--- src/rtl/dslot_annul.sv ---
module dslot_annul (
  input  logic clk,
  input  logic rst_n,
  input  logic style,
  input  logic br_vld,
  input  logic annul,
  input  logic uncond,
  input  logic taken,
  input  logic slot_vld,
  input  logic slot_may_fault,
  output logic slot_kill,
  output logic slot_commit,
  output logic slot_fault
);

  logic eff_taken, squash, blocked, kill_d, commit_d, fault_d;

  assign eff_taken = uncond | taken;
  assign squash    = br_vld & annul & (style ? eff_taken : ~eff_taken);
  assign blocked   = squash & slot_may_fault;
  assign kill_d    = slot_vld & squash & ~slot_may_fault;
  assign commit_d  = slot_vld & ~kill_d;
  assign fault_d   = slot_vld & blocked;

  always_ff @(posedge clk) begin
    if (!rst_n) begin
      slot_kill   <= 1'b0;
      slot_commit <= 1'b0;
      slot_fault  <= 1'b0;
    end else begin
      slot_kill   <= kill_d;
      slot_commit <= commit_d;
      slot_fault  <= fault_d;
    end
  end

  a_r9_exclusive: assert property (@(posedge clk) disable iff (!rst_n)
    !(slot_kill && slot_commit));

  a_r2_idle_quiet: assert property (@(posedge clk) disable iff (!rst_n)
    !slot_vld |=> !slot_kill && !slot_commit && !slot_fault);

  a_r4_delayed_commits: assert property (@(posedge clk) disable iff (!rst_n)
    slot_vld && !annul |=> slot_commit);

  a_r3_nobranch_commits: assert property (@(posedge clk) disable iff (!rst_n)
    slot_vld && !br_vld |=> slot_commit);

  a_r8_fault_not_killed: assert property (@(posedge clk) disable iff (!rst_n)
    slot_vld && slot_may_fault |=> !slot_kill);

  a_r8_fault_with_commit: assert property (@(posedge clk) disable iff (!rst_n)
    slot_fault |-> slot_commit);

endmodule

--- config.mk ---
export PLATFORM = sky130hd
export DESIGN_NAME = dslot_annul
export DESIGN_NICKNAME = d
export VERILOG_FILES = /design/src/rtl/dslot_annul.sv
export SDC_FILE = /design/constraint.sdc
export NUM_CORES = 1
export LEC_CHECK = 0
export BUFFER_PORTS_ARGS = -buffer_cell sky130_fd_sc_hd__buf_2
export CORE_AREA = 5 5 42 44
export CTS_CLUSTER_SIZE = 16
export DETAILED_ROUTE_END_ITERATION = 8
export DIE_AREA = 0 0 47 49
export PLACE_DENSITY = 0.3
export SLEW_MARGIN = 20
export SYNTH_ARGS = -nofsm -noshare
export SYNTH_HDL_FRONTEND = slang
export SYNTH_SLANG_ARGS = --single-unit
--- constraint.sdc ---
create_clock -name clk -period 0.9 [get_ports clk]
set_input_delay 0.18 -clock clk [delete_from_list [all_inputs] [get_ports clk]]
set_output_delay 0.18 -clock clk [all_outputs]
set_load 0.05 [all_outputs]
Word-level counts from Yosys, hierarchy flattened
Index checks and enable logic that the tools add are counted.
- multiplexer cells: 1
- bitwise operators: 11
- operators by type and width (cell ; number):
    $and A1 B1 Y1 ; 7
    $not A1 Y1 ; 3
    $mux W1 ; 1
    $or A1 B1 Y1 ; 1
- register bits: 3
- logic and storage cells: 15
- output and inout bits: 3

Depth between registers and ports, before layout
Gate-level depths: netlist of run 1.
- word-level depth: 8
- mapped depth: 3
- gate-level depth less buffers: 3

Worst setup path after synthesis of run 1
OpenSTA, ideal clock, no wires.
- kind: input to register
- start point: input taken
- end point: register slot_commit
- path slack: 0.063 ns
- buffers on the path: 0
- data arrival time: 0.715 ns
- stages on the path: 3
- library setup time: 0.122 ns
- cell sequence: nor2_1 -> xnor2_1 -> o311a_1
- cells in the longest elaborated chain, start to end: 8
- ends and longest elaborated chain (item ; line ; text):
    start: declaration ; 8 ; input logic taken,
    $or A1 B1 Y1 * ; 18 ; assign eff_taken = uncond | taken;
    $not A1 Y1 ; 19 ; assign squash = br_vld & annul & (style ? eff_taken : ~eff_taken);
    $mux W1 * ; 19 ;
    $and A1 B1 Y1 * ; 19 ;
    $and A1 B1 Y1 * (2 in a row) ; 21 ; assign kill_d = slot_vld & squash & ~slot_may_fault;
    $not A1 Y1 * ; 22 ; assign commit_d = slot_vld & ~kill_d;
    $and A1 B1 Y1 * ; 22 ;
    end signal: assignment ; 32 ; slot_commit <= commit_d;
    end: declaration ; 12 ; output logic slot_commit,
Mark *: on every way between the ends. The rest lies on a longest branch, timed or not.
A chain may end at the register's enable or synchronous reset.

Worst setup path after layout of run 1
- start point: register slot_commit
- end point: output slot_commit
No word-level cell between the ends.

==> impl_metrics.env, run 1 <==
export IMPL_avgSynthCellArea_um2=11.1
export IMPL_crit_slowest_cell="dfxtp_2"
export IMPL_cts_sinks=3
export IMPL_cts_hold_buf=0
export IMPL_cpPeakStageDelay_ns=0.31
export IMPL_die_w_um=47
export IMPL_grt_max_degree=4
export IMPL_synth_top_area_cell="dfxtp_1"
export IMPL_drcViolationCount=0
export IMPL_start_util_pct=7.95
export IMPL_postCtsSetupBuffers=0
export IMPL_synth_distinct_cells=7
export IMPL_path_cells="buf_6"
export IMPL_hold_violations=0
export IMPL_cap_violations=0
export IMPL_crit_required_ns=0.72
export IMPL_drt_iter0_markers=1
export IMPL_fmax_mhz=1150
export IMPL_ys_warn_count=0
export IMPL_grt_antenna_before_repair=0
export IMPL_dr_pass1_iters=2
export IMPL_num_vias=132
export IMPL_critPathArrivalTime_ns=0.69
export IMPL_period_minus_slack_ns=0.868
export IMPL_final_cells=41
export IMPL_syn_to_final_growth_pct=111
export IMPL_relSlewSlack_pct=77.2
export IMPL_port_buffers=11
export IMPL_place_gp_congestion=0.640
export IMPL_die_h_um=49
export IMPL_clk_path_buf_depth=2
export IMPL_synthCells=10
export IMPL_grt_pass1_vias=131
export IMPL_path_max_fanout=1
export IMPL_clk_pin_slew_ns=0.04
export IMPL_ant_nets=0
export IMPL_final_common_cell="buf_2"
export IMPL_rows=14
export IMPL_place_inst=37
export IMPL_grt_pass1_wl_um=517
export IMPL_path_class="reg2out"
export IMPL_drive_gt1_share_pct=72.0
export IMPL_final_cell_mix="buf_2 (8), clkbuf_4 (3), buf_6 (3), dfxtp_2 (3), nand2_1 (2)"
export IMPL_outcome="finished, final reports clean"
export IMPL_ios=12
export IMPL_cts_buffers_inserted=3
export IMPL_synth_top_area_share_pct=53.9
export IMPL_critPathLaunch="slot_commit"
export IMPL_wl_per_cell_um=8.54
export IMPL_tritoncts="yes"
export IMPL_dp_slack_ns=-0.106
export IMPL_worst_hold_path_type="in2reg"
export IMPL_overflow=0
export IMPL_ir_drop_mv=0.238
export IMPL_startpoint_type="flop"
export IMPL_final_fill_count=171
export IMPL_ys_seq_elements=3
export IMPL_tightest_slew_ns=0.340
export IMPL_fin_crit_sh_pct=96.4
export IMPL_finalSetupViolations=0
export IMPL_wl_um=350
export IMPL_track_usage_pct=3.94
export IMPL_cp_end_kind="output port"
export IMPL_syn_area_um2=111
export IMPL_critical_path_depth=1
export IMPL_vias_per_cell=3.22
export IMPL_syn_nets=19
export IMPL_h_tree_depth=1
export IMPL_yosysSeqAreaShare_pct=53.9
export IMPL_powerDensity_mw_per_mm2=1830
export IMPL_netlist_top_cells_area="dfxtp_1 (54%), nor4b_2 (13%), o311a_1 (9.0%)"
export IMPL_hold_path_depth=2
export IMPL_critPathTopFamily="flip-flops"
export IMPL_worst_path_buf_inv=1
export IMPL_p_leak_nw=0.104
export IMPL_report_final_slew_viol_count=0
export IMPL_n_antenna_cell=0
export IMPL_fin_ws_ns=0.0322
export IMPL_root_buffer="clkbuf_4"
export IMPL_nets=35
export IMPL_min_delay_start="slot_may_fault"
export IMPL_rsz0062_at_grt="yes"
export IMPL_die_area_mm2=0.00230
export IMPL_coreArea_mm2=0.00140
[through the flow]
step | utilization, % | hold slack, ns | power, mW | instance area (µm²) | setup TNS (ns)
detailed placement | 13.3 | 0.379 | 0.195 | 186 | -0.106
global route | 16.8 | 0.142 | 0.465 | 235 | -0.00728
finish | 16.8 | 0.135 | 0.430 | 235 | 0
floorplan | - | 0.259 | 0.169 | 111 | 0
CTS | 16.5 | 0.133 | 0.448 | 231 | 0
global placement | 13.3 | 0.380 | 0.194 | 186 | -0.0918
[where the power goes]
| part | internal [mW] | switching, mW |
|---|---|---|
| sequential | 0.138 | 0.00151 |
| combinational | 0.0268 | 0.0313 |
| clock | 0.166 | 0.0664 |
[worst paths after layout]
check	end	slack (ns)
worst min-delay path	slot_kill	0.13
worst max-delay path	slot_commit	0.03
[state kept, by name, indices dropped and copies added, names as in the netlist]
name         flops
slot_commit      1
slot_fault       1
slot_kill        1
[cell usage after synthesis (all sizes together)]
cell,instances
nor2,1
o311a,1
xnor2,1
dfxtp,3
nor4,1
nand2,2
nor4b,1
[metal layers]
layer	share of wire, %	global-route usage, %
met5	0	0
met4	0	5.53
met3	21	4.43
met2	40	3.39
met1	39	3.74
[area by class of cell]
class	instances	area (µm²)	share of cell area, %
clock buffers	4	26.3	11.2
multi-input cells	7	51.3	21.8
flip-flops and latches	3	63.8	27.1
well taps	16	20.0	8.51
repair buffers	11	73.8	31.4
[timing repair]
action	4_1_cts	5_1_grt
hold endpoints to repair	0	0
setup endpoints to repair	3	3
resized for setup	6	3
[kinds of logic (layout without fill, tap and decap cells)]
| family | count (synthesis) | in the layout | synth area share (%) |
|---|---|---|---|
| DFF | 3 | 3 | 53.9 |
| buffers and inverters | 0 | 15 | 0 |
| AOI/OAI and AO/OA | 1 | 1 | 8.99 |
| and+or+nand+nor | 5 | 5 | 29.2 |
| xor gates and xnor gates | 1 | 1 | 7.87 |
(Power assumes the default switching activity.)
==> run 2: changes to the inputs <==
- clock period: 0.9 -> 0.8 ns (I/O delays scaled with it)
==> run 2 against run 1 <==
Effect of this change: the flow now finishes with violations (negative setup slack); count of clock-buffer cells in the layout is the same; design area grew 11%; routed wire length shrank 5.7%; combinational power grew 33%; power grew 16%; critical path depth is the same; via count grew 4.5%; sequential power grew 13%; setup slack lost 0.088 ns; sequential share of layout area shrank 2.7 points; utilization grew 1.9 points; first-iteration DRC count is the same; largest cell class unchanged; highest routed layer is now met4.
==> impl_metrics.env, run 2 (synthesis gave the netlist of run 1 again) <==
export IMPL_drive_gt1_share_pct=80.0
export IMPL_report_final_slew_viol_count=0
export IMPL_cts_hold_buf=0
export IMPL_fin_ws_ns=-0.0557
export IMPL_worst_hold_path_type="in2reg"
export IMPL_clk_path_buf_depth=2
export IMPL_startpoint_type="flop"
export IMPL_cts_sinks=3
export IMPL_final_cell_area_um2=262
export IMPL_grt_pass1_vias=143
export IMPL_final_common_cell="buf_2"
export IMPL_dp_slack_ns=-0.141
export IMPL_grt_pass1_wl_um=503
export IMPL_hold_violations=0
export IMPL_multiInputGateArea_um2=66.3
export IMPL_fin_crit_sh_pct=107
export IMPL_drt_iter0_markers=1
export IMPL_relSlewSlack_pct=85.2
export IMPL_cp_end_kind="output port"
export IMPL_grt_max_degree=4
export IMPL_wl_per_cell_um=8.05
export IMPL_port_buffers=11
export IMPL_syn_to_final_growth_pct=135
export IMPL_dr_pass1_iters=4
export IMPL_cpPeakStageDelay_ns=0.32
export IMPL_failed_checks="negative setup slack"
export IMPL_cap_violations=0
export IMPL_fmax_mhz=1170
export IMPL_h_tree_depth=1
export IMPL_crit_slowest_cell="dfxtp_2"
export IMPL_final_cells=41
export IMPL_die_h_um=49
export IMPL_critPathTopFamily="flip-flops"
export IMPL_reg_largest_list="slot_commit (1), slot_fault (1), slot_kill (1)"
export IMPL_p_leak_nw=0.113
export IMPL_ir_drop_mv=0.285
export IMPL_rows=14
export IMPL_clk_pin_slew_ns=0.04
export IMPL_tritoncts="yes"
export IMPL_vias_per_cell=3.37
export IMPL_die_w_um=47
export IMPL_powerDensity_mw_per_mm2=1910
export IMPL_final_fill_count=163
export IMPL_place_area_um2=201
export IMPL_path_class="reg2out"
export IMPL_period_minus_slack_ns=0.856
export IMPL_worst_path_buf_inv=1
export IMPL_place_gp_congestion=0.675
export IMPL_crit_required_ns=0.64
export IMPL_wl_um=330
export IMPL_finalSetupViolations=3
export IMPL_n_antenna_cell=0
export IMPL_rsz0062_at_grt="yes"
export IMPL_path_cells="buf_8"
export IMPL_track_usage_pct=3.94
export IMPL_post_dp_hpwl_um=271
export IMPL_start_util_pct=7.95
export IMPL_coreArea_mm2=0.00140
export IMPL_grt_antenna_before_repair=0
export IMPL_die_area_mm2=0.00230
export IMPL_place_inst=37
export IMPL_tightest_slew_ns=0.219
export IMPL_final_cell_mix="buf_2 (8), clkbuf_4 (3), buf_8 (3), dfxtp_2 (3), nand2_1 (2)"
export IMPL_root_buffer="clkbuf_4"
export IMPL_nets=35
export IMPL_cts_buffers_inserted=3
export IMPL_path_max_fanout=1
export IMPL_drcViolationCount=0
export IMPL_num_vias=138
export IMPL_ant_nets=0
export IMPL_ios=12
export IMPL_critPathArrivalTime_ns=0.70
export IMPL_overflow=0
export IMPL_regArea_um2=63.8
export IMPL_outcome="finished with violations"
## run 2: cell counts in the layout (fill, tap and decap cells not counted)
No cell type changed its count.
## run 2: per-stage QoR
step	total power, mW	hold slack, ns	TNS [ns]	util [%]
after floorplan	0.196	0.239	0	-
after global placement	0.226	0.361	-0.226	14.4
after detailed placement	0.228	0.365	-0.232	14.4
after CTS	0.516	0.115	-0.192	18.7
after global routing	0.526	0.133	-0.219	18.7
final	0.500	0.124	-0.154	18.7
## run 2: area by class of cell
cell class                 count  share of cell area (%)
tap                           16                    7.66
timing repair buffer          11                    32.5
multi-input combinational      7                    25.4
sequential                     3                    24.4
clock buffer                   4                    10.0
## run 2: timing repair
action,in CTS,in global routing
buffers inserted,0,0
hold endpoints to repair,0,0
endpoints found under the setup margin,3,3
gates resized for setup,12,0
## run 2: power breakdown
part	switching (mW)	internal, mW	leakage (nW)
combinational	0.0392	0.0381	0.0725
sequential	0.00253	0.155	0.0258
clock	0.0780	0.187	0.0150
total	0.120	0.380	0.113
## run 2: worst paths after layout
check / startpoint / endpoint / slack, ns / cells after the start
worst min-delay path: slot_may_fault / slot_kill / 0.12 / 2
worst max-delay path: slot_fault / slot_fault / -0.06 / 1
## run 2: routing by layer
| metal | GRT usage, % | vias to the layer above | share of wire (%) |
|---|---|---|---|
| li1 | - | 66 | - |
| met1 | 3.30 | 54 | 34 |
| met2 | 3.62 | 16 | 32 |
| met3 | 3.69 | 2 | 28 |
| met4 | 6.91 | 0 | 4.2 |
| met5 | 0 | - | 0 |
